==> src/rtl/asp_pkg.sv <==
package asp_pkg;
  typedef enum logic [1:0] {
    SPD_SINGLE = 2'b00,
    SPD_DOUBLE = 2'b01,
    SPD_QUAD   = 2'b10,
    SPD_RSVD   = 2'b11
  } speed_e;

  localparam int unsigned HALF_W = 4;

  // clk_i cycles per bit-clock half period
  function automatic logic [HALF_W-1:0] half_cycles(speed_e spd, logic pre);
    logic [HALF_W-1:0] base;
    case (spd)
      SPD_SINGLE: base = HALF_W'(4);
      SPD_DOUBLE: base = HALF_W'(2);
      default:    base = HALF_W'(1);
    endcase
    return pre ? (base << 1) : base;
  endfunction
endpackage

==> src/rtl/asp_timebase.sv <==
module asp_timebase
  import asp_pkg::*;
#(
  parameter int unsigned SLOT_W = 6
) (
  input  logic              clk_i,
  input  logic              rst_ni,
  input  speed_e            speed_i,
  input  logic              pre_i,
  output logic              sclk_o,
  output logic              fall_o,
  output logic [SLOT_W-1:0] slot_o,
  output logic [SLOT_W-1:0] slot_d_o
);
  logic [HALF_W-1:0] cnt_q, half;
  logic [SLOT_W-1:0] slot_q;
  logic              sclk_q, term, rsvd;

  assign half     = half_cycles(speed_i, pre_i);
  assign rsvd     = (speed_i == SPD_RSVD);
  assign term     = (cnt_q >= half - HALF_W'(1));
  assign fall_o   = term && sclk_q && !rsvd;
  assign slot_d_o = fall_o ? slot_q + SLOT_W'(1) : slot_q;

  always_ff @(posedge clk_i or negedge rst_ni) begin
    if (!rst_ni) begin
      cnt_q  <= '0;
      sclk_q <= 1'b0;
      slot_q <= '1;
    end else if (rsvd) begin
      cnt_q  <= '0;
      sclk_q <= 1'b0;
      slot_q <= '1;
    end else if (term) begin
      cnt_q  <= '0;
      sclk_q <= ~sclk_q;
      slot_q <= slot_d_o;
    end else begin
      cnt_q  <= cnt_q + HALF_W'(1);
    end
  end

  assign sclk_o = sclk_q;
  assign slot_o = slot_q;

  // slot index only advances on a bit-clock fall
  a_r3_slot_on_fall: assert property (@(posedge clk_i) disable iff (!rst_ni)
    (!rsvd && $past(!rsvd) && $changed(slot_q)) |-> $fell(sclk_q));

  // reserved code parks the bit clock low
  a_r9_sclk_parked: assert property (@(posedge clk_i) disable iff (!rst_ni)
    rsvd |=> !sclk_q);
endmodule

==> src/rtl/asp_serializer.sv <==
module asp_serializer #(
  parameter int unsigned DW     = 24,
  parameter int unsigned SLOT_W = 6
) (
  input  logic              clk_i,
  input  logic              rst_ni,
  input  logic              fmt_i,
  input  logic              rsvd_i,
  input  logic              fall_i,
  input  logic              sclk_i,
  input  logic [SLOT_W-1:0] slot_i,
  input  logic [SLOT_W-1:0] slot_d_i,
  input  logic              load_i,
  input  logic [DW-1:0]     left_i,
  input  logic [DW-1:0]     right_i,
  output logic              lrck_o,
  output logic              sd_o,
  output logic              req_o
);
  localparam int unsigned POS_W = SLOT_W - 1;
  localparam int unsigned NCH   = 2;

  logic [DW-1:0] hold_q  [NCH];
  logic [DW-1:0] frame_q [NCH];
  logic [DW-1:0] in_w    [NCH];
  logic [DW-1:0] src     [NCH];
  logic [POS_W-1:0] pos;
  logic          chan, frame_start, bit_ok, bit_d, lrck_d, lrck_q, sd_q, req_q;
  int unsigned   k;

  assign in_w[0] = left_i;
  assign in_w[1] = right_i;

  assign pos         = slot_d_i[POS_W-1:0];
  assign chan        = slot_d_i[SLOT_W-1];
  assign frame_start = (slot_d_i == '0);

  generate
    for (genvar c = 0; c < NCH; c++) begin : g_ch
      assign src[c] = frame_start ? hold_q[c] : frame_q[c];

      always_ff @(posedge clk_i or negedge rst_ni) begin
        if (!rst_ni) begin
          hold_q[c]  <= '0;
          frame_q[c] <= '0;
        end else begin
          if (load_i) hold_q[c] <= in_w[c];
          if (fall_i && frame_start) frame_q[c] <= hold_q[c];
        end
      end
    end
  endgenerate

  always_comb begin
    // I2S shifts every bit one slot later
    if (fmt_i) begin
      bit_ok = (int'(pos) >= 1) && (int'(pos) <= int'(DW));
      k      = bit_ok ? int'(pos) - 1 : 0;
    end else begin
      bit_ok = (int'(pos) < int'(DW));
      k      = bit_ok ? int'(pos) : 0;
    end
    bit_d  = bit_ok && src[chan][DW-1-k];
    lrck_d = fmt_i ? chan : ~chan;
  end

  always_ff @(posedge clk_i or negedge rst_ni) begin
    if (!rst_ni) begin
      lrck_q <= 1'b0;
      sd_q   <= 1'b0;
      req_q  <= 1'b0;
    end else if (rsvd_i) begin
      lrck_q <= 1'b0;
      sd_q   <= 1'b0;
      req_q  <= 1'b0;
    end else begin
      req_q <= fall_i && frame_start;
      if (fall_i) begin
        lrck_q <= lrck_d;
        sd_q   <= bit_d;
      end
    end
  end

  assign lrck_o = lrck_q;
  assign sd_o   = sd_q;
  assign req_o  = req_q;

  // frame clock moves only with a bit-clock fall
  a_r7_lrck_on_fall: assert property (@(posedge clk_i) disable iff (!rst_ni)
    ($past(!rsvd_i) && $changed(lrck_q)) |-> $fell(sclk_i));

  // data moves only with a bit-clock fall
  a_r7_data_on_fall: assert property (@(posedge clk_i) disable iff (!rst_ni)
    ($past(!rsvd_i) && $changed(sd_q)) |-> $fell(sclk_i));

  // request pulse coincides with slot 0
  a_r8_req_at_start: assert property (@(posedge clk_i) disable iff (!rst_ni)
    req_q |-> (slot_i == '0) && $fell(sclk_i));

  // trailing slots of each half are low
  a_r6_pad_low: assert property (@(posedge clk_i) disable iff (!rst_ni)
    (int'(slot_i[POS_W-1:0]) > int'(DW)) |-> !sd_q);

  // reserved code silences frame clock, data and request
  a_r9_quiet: assert property (@(posedge clk_i) disable iff (!rst_ni)
    rsvd_i |=> (!lrck_q && !sd_q && !req_q));
endmodule

==> src/rtl/asp_master_tx.sv <==
module asp_master_tx
  import asp_pkg::*;
#(
  parameter int unsigned SAMPLE_W = 24,
  parameter int unsigned SLOTS    = 64
) (
  input  logic                clk_i,
  input  logic                rst_ni,
  input  logic [1:0]          speed_i,
  input  logic                prediv_i,
  input  logic                fmt_i,
  input  logic                load_i,
  input  logic [SAMPLE_W-1:0] left_i,
  input  logic [SAMPLE_W-1:0] right_i,
  output logic                lrck_o,
  output logic                sclk_o,
  output logic                sdata_o,
  output logic                req_o
);
  localparam int unsigned SLOT_W = $clog2(SLOTS);

  speed_e            spd;
  logic              fall, sclk;
  logic [SLOT_W-1:0] slot, slot_d;

  assign spd = speed_e'(speed_i);

  asp_timebase #(.SLOT_W(SLOT_W)) u_tb (
    .clk_i    (clk_i),
    .rst_ni   (rst_ni),
    .speed_i  (spd),
    .pre_i    (prediv_i),
    .sclk_o   (sclk),
    .fall_o   (fall),
    .slot_o   (slot),
    .slot_d_o (slot_d)
  );

  asp_serializer #(.DW(SAMPLE_W), .SLOT_W(SLOT_W)) u_ser (
    .clk_i    (clk_i),
    .rst_ni   (rst_ni),
    .fmt_i    (fmt_i),
    .rsvd_i   (spd == SPD_RSVD),
    .fall_i   (fall),
    .sclk_i   (sclk),
    .slot_i   (slot),
    .slot_d_i (slot_d),
    .load_i   (load_i),
    .left_i   (left_i),
    .right_i  (right_i),
    .lrck_o   (lrck_o),
    .sd_o     (sdata_o),
    .req_o    (req_o)
  );

  assign sclk_o = sclk;
endmodule

==> config.mk <==
export PLATFORM = sky130hd
export DESIGN_NAME = asp_master_tx
export DESIGN_NICKNAME = d
export VERILOG_FILES = /design/src/rtl/asp_pkg.sv /design/src/rtl/asp_timebase.sv /design/src/rtl/asp_serializer.sv /design/src/rtl/asp_master_tx.sv
export SDC_FILE = /design/constraint.sdc
export NUM_CORES = 1
export LEC_CHECK = 0
export ABC_AREA = 1
export CAP_MARGIN = 20
export CORE_MARGIN = 4
export CORE_UTILIZATION = 30
export CTS_CLUSTER_SIZE = 8
export DETAILED_ROUTE_END_ITERATION = 8
export DONT_BUFFER_PORTS = 1
export GPL_TIMING_DRIVEN = 1
export PLACE_DENSITY_LB_ADDON = 0.15
export SETUP_SLACK_MARGIN = 0.15
export SLEW_MARGIN = 25
export SYNTH_ARGS = -nofsm -noshare
export SYNTH_HDL_FRONTEND = slang
export SYNTH_SLANG_ARGS = --single-unit
==> constraint.sdc <==
create_clock -name clk_i -period 7.5 [get_ports clk_i]
set_input_delay 1.5 -clock clk_i [delete_from_list [all_inputs] [get_ports clk_i]]
set_output_delay 1.5 -clock clk_i [all_outputs]
set_load 0.02 [all_outputs]
==> Word level (Yosys, flattened, before mapping) <==
Cells that the tools add are included.
{ "totals": {"wordCells": 62, "ff_bits": 110, "in_bits": 55} }
{ "classes": {"bitwise_logic": 3, "n_eq_ne": 2, "mux": 26, "order_cmp": 6, "n_reduce_logical": 10, "add_sub_neg": 5} }
{ "ops": {"columns": ["cell", "count"], "rows": [
  ["two-way mux 24 bit", 5],
  ["two-way mux 32 bit", 2],
  ["less-than comparator 32 x 6 -> 1 bit, second input constant", 1],
  ["subtractor 5 x 32 -> 32 bit, first input constant", 1],
  ["two-way mux 6 bit", 3],
  ["two-way mux 4 bit", 3],
  ["two-way mux 1 bit", 10],
  ["adder 6 x 1 -> 6 bit, second input constant", 1],
  ["zero test 6 bit", 1],
  ["one-hot mux 3 bit (2 select lines)", 1],
  ["subtractor 5 x 1 -> 6 bit, second input constant", 1],
  ["binary-select mux 1 bit (select 5 bit)", 1],
  ["greater-or-equal comparator 5 x 1 -> 1 bit, second input constant", 1],
  ["less-or-equal comparator 5 bit, second input constant", 1],
  ["logical AND 1 bit", 5],
  ["less-than comparator 5 bit, second input constant", 1],
  ["two-way mux 5 bit", 1],
  ["adder 4 x 1 -> 4 bit, second input constant", 1],
  ["greater-or-equal comparator 4 bit", 1],
  ["nonzero test 2 bit", 2],
  ["subtractor 4 x 1 -> 4 bit, second input constant", 1],
  ["== test 2 x 1 -> 1 bit, second input constant", 1],
  ["== test 2 bit, second input constant", 1],
  ["greater-or-equal comparator 2 bit, second input constant", 1],
  ["4 further kinds", 5]
]} }

==> Depth between registers and ports, before layout <==
{ "logic_depth": {"ltp_word": 18, "ltp_mapped": 25} }

==> By module <==
Synthesis repeated with hierarchy kept, for this count alone.
{ "unflattened": {"hier_cells": 677, "area_unflattened_um2": 5556.6} }
{ "modules_own_cells": {"columns": ["module", "instances", "cells_each", "area_each_um2", "seq_area_each_um2"], "rows": [
  ["asp_serializer", 1, 576, 4773.3, 2477.4],
  ["asp_timebase", 1, 99, 775.7, 282.8],
  ["asp_master_tx", 1, 2, 7.5, 0.0]
]} }

==> Least setup slack after synthesis <==
No wires, ideal clock.
{ "synth_timing": {"kind": "input to register", "start": "input port speed_i[1]", "end": "register u_ser.sd_q (netlist: u_ser.sd_o)", "setup_time_ns": 0.121, "required_time_ns": 7.379, "path_stages": 21, "n_path_buf": 2, "path_slack_ns": 3.749, "arrival_ns": 3.631, "cell_sequence": "inv_1 -> or2_2 -> ha_1 -> nand4_1 -> nand3_4 -> nand3_4 -> nand2_1 -> nand2_2 -> inv_2 -> nor2_1 -> nand2_1 -> buf_6 -> buf_6 -> nand2_1 -> nand3_1 -> nand3_1 -> nand3_1 -> nand3_1 -> nand3_1 -> nand2_1 -> o21ai_1"} }
{ "synth_between": {"elab_chain_len": 18, "word_cells_on_any_way": 34} }
{ "synth_rtl": {"columns": ["item", "line", "source"], "rows": [
  ["start: declaration", "asp_master_tx.sv:9", "input logic [1:0] speed_i,"],
  ["== test 2 x 1 -> 1 bit / zero test 2 bit (equally long branches)", "asp_pkg.sv:14", "case (spd)"],
  ["one-hot mux 3 bit (2 select lines)", "asp_pkg.sv:14", null],
  ["two-way mux 4 bit", "asp_pkg.sv:19", "return pre ? (base << 1) : base;"],
  ["subtractor 4 x 1 -> 4 bit", "asp_timebase.sv:21", "assign term = (cnt_q >= half - HALF_W'(1));"],
  ["greater-or-equal comparator 4 bit", "asp_timebase.sv:21", null],
  ["logical AND 1 bit (2 in a row)", "asp_timebase.sv:22", "assign fall_o = term && sclk_q && !rsvd;"],
  ["two-way mux 6 bit", "asp_timebase.sv:23", "assign slot_d_o = fall_o ? slot_q + SLOT_W'(1) : slot_q;"],
  ["greater-or-equal comparator 5 x 1 -> 1 bit, or another cell as far along", "asp_serializer.sv:57", "bit_ok = (int'(pos) >= 1) && (int'(pos) <= int'(DW));"],
  ["logical AND 1 bit / two-way mux 24 bit (equally long branches)", "asp_serializer.sv:57, asp_serializer.sv:40", null],
  ["two-way mux 32 bit / two-way mux 24 bit (equally long branches)", "asp_serializer.sv:58, asp_serializer.sv:63", null],
  ["two-way mux 32 bit / two-way mux 24 bit (equally long branches)", "asp_serializer.sv:56, asp_serializer.sv:63", null],
  ["subtractor 5 x 32 -> 32 bit / two-way mux 24 bit (equally long branches)", "asp_serializer.sv:63", "bit_d = bit_ok && src[chan][DW-1-k];"],
  ["binary-select mux 1 bit (select 5 bit)", "asp_serializer.sv:63", null],
  ["two-way mux 1 bit (not written as such)", "asp_serializer.sv:63", null],
  ["logical AND 1 bit", "asp_serializer.sv:63", null],
  ["two-way mux 1 bit", "asp_serializer.sv:78", "if (fall_i) begin"],
  ["two-way mux 1 bit", "asp_serializer.sv:72", "end else if (rsvd_i) begin"],
  ["end signal: assignment", "asp_serializer.sv:80", "sd_q <= bit_d;"],
  ["end: declaration", "asp_serializer.sv:28", "logic chan, frame_start, bit_ok, bit_d, lrck_d, lrck_q, sd_q, req_q;"]
]} }
Several ways; a longest one is shown, not always the timed one. The select of a mux whose other input is x is not followed.
A chain may end at the register's enable or synchronous reset.

==> Worst setup path in the final report <==
{ "layout_timing": {"start": "input port speed_i[1]", "end": "register u_ser.frame_q[42] (netlist name)"} }
{ "layout_between": {"elab_chain_len": 10, "word_cells_on_any_way": 13} }
{ "layout_rtl": {"columns": ["item", "line", "source"], "rows": [
  ["== test 2 x 1 -> 1 bit / zero test 2 bit (equally long branches)", "asp_pkg.sv:14", null],
  ["one-hot mux 3 bit (2 select lines)", "asp_pkg.sv:14", null],
  ["two-way mux 4 bit", "asp_pkg.sv:19", null],
  ["subtractor 4 x 1 -> 4 bit", "asp_timebase.sv:21", null],
  ["greater-or-equal comparator 4 bit", "asp_timebase.sv:21", null],
  ["logical AND 1 bit", "asp_timebase.sv:22", null],
  ["logical AND 1 bit (*)", "asp_timebase.sv:22", null],
  ["two-way mux 6 bit", "asp_timebase.sv:23", null],
  ["zero test 6 bit", "asp_serializer.sv:36", "assign frame_start = (slot_d_i == '0);"],
  ["logical AND 1 bit (*)", "asp_serializer.sv:48", "if (fall_i && frame_start) frame_q[c] <= hold_q[c];"],
  ["end signal: indexed assignment", "asp_serializer.sv:48", null],
  ["end: declaration", "asp_serializer.sv:24", "logic [DW-1:0] frame_q [NCH];"]
]} }
Every way passes the cells marked *; elsewhere a longest branch is shown, timed or not.

==> metrics.cfg <==
[die]
fp.dieH_um = 142.0
start_util_pct = 30.83
coreArea_um2 = 17480
row_count = 48
ios = 59
die_area_um2 = 20170
die_w_um = 142.0

[sta]
tns_ns = 0
rsz0062_at_grt = false
hold_viol = 0
relSlewSlack_pct = 39.27
fin_crit_sh_pct = 62.29
skew_ns = 0.008112
period_minus_slack_ns = 4.672
setup_violations = 0
max_freq_mhz = 214.1
hold_slack_ns = 0.4835
tightest_slew_ns = 0.9110
slew_viol_final = 0

[clock_network]
cts_max_level = 3
clk_pin_slew_ns = 0.07
cts.path.max_buffers = 2
postCtsHoldBufs = 0
post-cts-setup-buffers = 0
cts_root_buf = clkbuf_16
clock_latency_ns = 0.35
cts_tree = yes
ctsResizeCount = 0
cts-buffers-inserted = 9
cts.sinks = 110

[outcome]
status = finished, final reports clean

[critical_path]
cp_data_arrival_time_ns = 4.87
rrSetupSlack_ns = 3.81
path_class = input pin to register
required_ns = 7.70
end_kind = register
cp_max_fo = 66
startpoint_type = input pin

[synthesis]
synth.ff_latch_count = 110
synth_simple_gate_area_share_pct = 25.34
syn_inst = 650
synth_top_family_by_area = simple AND/OR/NAND/NOR gates
yosysWarnings = 0
ys_types = 32
synth_compound_gate_area_share_pct = 9.382
yosys.area_share.xor_xnor_pct = 0.9754
synth.avg_cell_area_um2 = 8.289
synthMuxAreaShare_pct = 3.135
synthAdderAreaFrac_pct = 1.393
syn-num-nets = 711
synth_area_um2 = 5388
yosysSeqAreaShare_pct = 51.23

[pwr]
swShare_pct = 37.53
clock_power_share_pct = 26.8
fin_total_pwr_uw = 1833
switchingPower_uw = 688.0
ir_drop_v = 0.0001191
cell_internal_pwr_uw = 1145
powerDensity_nw_per_um2 = 314.0
power_frac_comb_pct = 34.7
p_leak_uw = 0.002719
seqPwrFrac_pct = 38.5

[finish]
syn2layout_area_growth_pct = 8.337
drive_gt1_share_pct = 11.34
final_cell_mix = 158 x nand2_1, 104 x dfrtp_1, 91 x nand3_1
nNetsFinal = 691
final_common_cell = nand2_1
antennaDiodeCount = 0

[route]
dr.pass1.iters = 4
via_per_inst = 4.645
routedWlPerCell_um = 14.08
drtIter0Drc = 194
wirelength_mm = 12.11
drc_errors = 0
dr_total_vias = 3995
postRouteAntennaNets = 0

[place]
portBuffers = 0
gp_congestion = 0.8816
post-dp-hpwl_mm = 8.572

[global_route]
grt_antenna_before_repair = 0
grt_max_degree = 111
overflow = 0
grtUsageTotal_pct = 12.72
grt_pass1_wl_mm = 20.93
grt_pass1_vias = 4045

[min_path]
hp-class = register to register

[flow_run]
drv_cap = 0

[worst max-delay path, stage by stage]
cell	delay, ns
inv_1	0.04
or2_2	0.27
ha_1	0.28
nand4_1	0.13
nand3_4	0.16
nand3_4	0.15
nand2_1	0.13
o21ai_2	0.06
buf_4	0.21
nor2_1	0.15
nand2_2	0.35
nor2_4	0.61
inv_2	0.52
nand2_1	0.17
o21ai_0	0.09
[kinds of logic after synthesis]
group / count (synthesis)
simple gates: 301
other cells: 1
xor+xnor: 6
compound gates: 99
flops: 110
mux: 15
fa+ha+maj: 6
buf+inv: 112
[cell usage after synthesis]
| cell | number | area share (%) |
|---|---|---|
| nor3_2 | 1 | 0.19 |
| a21oi_2 | 1 | 0.16 |
| o21bai_1 | 1 | 0.14 |
| nand2_2 | 9 | 1.0 |
| clkbuf_1 | 19 | 1.3 |
| nor2_1 | 18 | 1.3 |
| nand2_1 | 159 | 11 |
| inv_2 | 5 | 0.35 |
| inv_1 | 73 | 5.1 |
| nand3_1 | 91 | 8.5 |
| buf_1 | 1 | 0.070 |
| o21ai_2 | 1 | 0.16 |
| mux2_2 | 15 | 3.1 |
| nor2_4 | 1 | 0.21 |
| o21ai_1 | 7 | 0.65 |
| o21ai_0 | 84 | 7.8 |
| nand4_1 | 8 | 0.93 |
| or2_2 | 7 | 0.81 |
| nand2_4 | 1 | 0.21 |
| xor2_1 | 3 | 0.49 |
| nand3_4 | 2 | 0.65 |
| a21oi_1 | 5 | 0.46 |
| conb_1 | 1 | 0.070 |
| ha_1 | 6 | 1.4 |
| nor3_1 | 1 | 0.093 |
| dfstp_2 | 6 | 2.9 |
| nor2_2 | 2 | 0.23 |
| nand3_2 | 1 | 0.19 |
| buf_6 | 3 | 0.63 |
| xnor2_1 | 3 | 0.49 |
| buf_2 | 11 | 1.0 |
| dfrtp_1 | 104 | 48 |
[state kept, by name (all words and copies together), names as in the netlist]
signal / cells
u_tb.slot_o: 6
u_ser.sd_o: 1
u_tb.cnt_q: 4
u_ser.lrck_o: 1
u_ser.req_o: 1
u_ser.hold_q: 48
u_tb.sclk_o: 1
u_ser.frame_q: 48
[final timing paths]
check                                        startpoint                             to  depth (start not counted)
min reg2reg                u_ser.hold_q[11]$_DFFE_PN0P_  u_ser.frame_q[11]$_DFFE_PN0P_                          2
max reg2reg                     u_tb.cnt_q[0]$_DFF_PN0_  u_ser.frame_q[42]$_DFFE_PN0P_                         14
min in group asynchronous                        rst_ni    u_ser.hold_q[1]$_DFFE_PN0P_                          0
max                                          speed_i[1]  u_ser.frame_q[42]$_DFFE_PN0P_                         15
min                        u_ser.hold_q[11]$_DFFE_PN0P_  u_ser.frame_q[11]$_DFFE_PN0P_                          2
max in group asynchronous                        rst_ni     u_tb.slot_o[5]$_DFFE_PN1P_                          0
[layer usage]
| metal | global-route usage (%) | vias to the layer above | wire length, um |
|---|---|---|---|
| met5 | 0 | - | 0 |
| met4 | 3.737 | 0 | 209 |
| met3 | 2.991 | 12 | 575 |
| met2 | 20.05 | 73 | 5642 |
| met1 | 17.52 | 1862 | 5687 |
| li1 | - | 2048 | - |
[area by class of cell]
class | count | area [um^2]
clock buffer | 9 | 225.2
clock inverter | 7 | 81.33
fill | 1871 | 11640
inverter | 78 | 292.8
multi-input combinational | 428 | 2173
sequential | 110 | 2760
tap | 225 | 281.5
timing repair buffer | 3 | 22.52
[through the flow]
| stage | instance area [um^2] | setup WS (ns) | cells | utilization, % |
|---|---|---|---|---|
| 2_1_floorplan | 5388 | 3.749 | 650 | - |
| 3_3_place_gp | 5528 | 2.177 | 844 | 31.63 |
| 3_5_place_dp | 5528 | 2.029 | 844 | 31.63 |
| 4_1_cts | 5834 | 2.384 | 860 | 33.38 |
| 5_1_grt | 5837 | 2.298 | 860 | 33.40 |
| 6_report | 5837 | 2.828 | 860 | 33.40 |
[power by group through the flow]
stage / Combinational (uW) / Sequential, uW / Clock (uW)
5_1_grt: 729 / 714 / 531
3_3_place_gp: 634 / 718 / 0
2_1_floorplan: 525 / 698 / 0
3_5_place_dp: 643 / 718 / 0
4_1_cts: 647 / 707 / 508
6_report: 637 / 706 / 491
No activity file was read; power rests on OpenSTA's default activity.
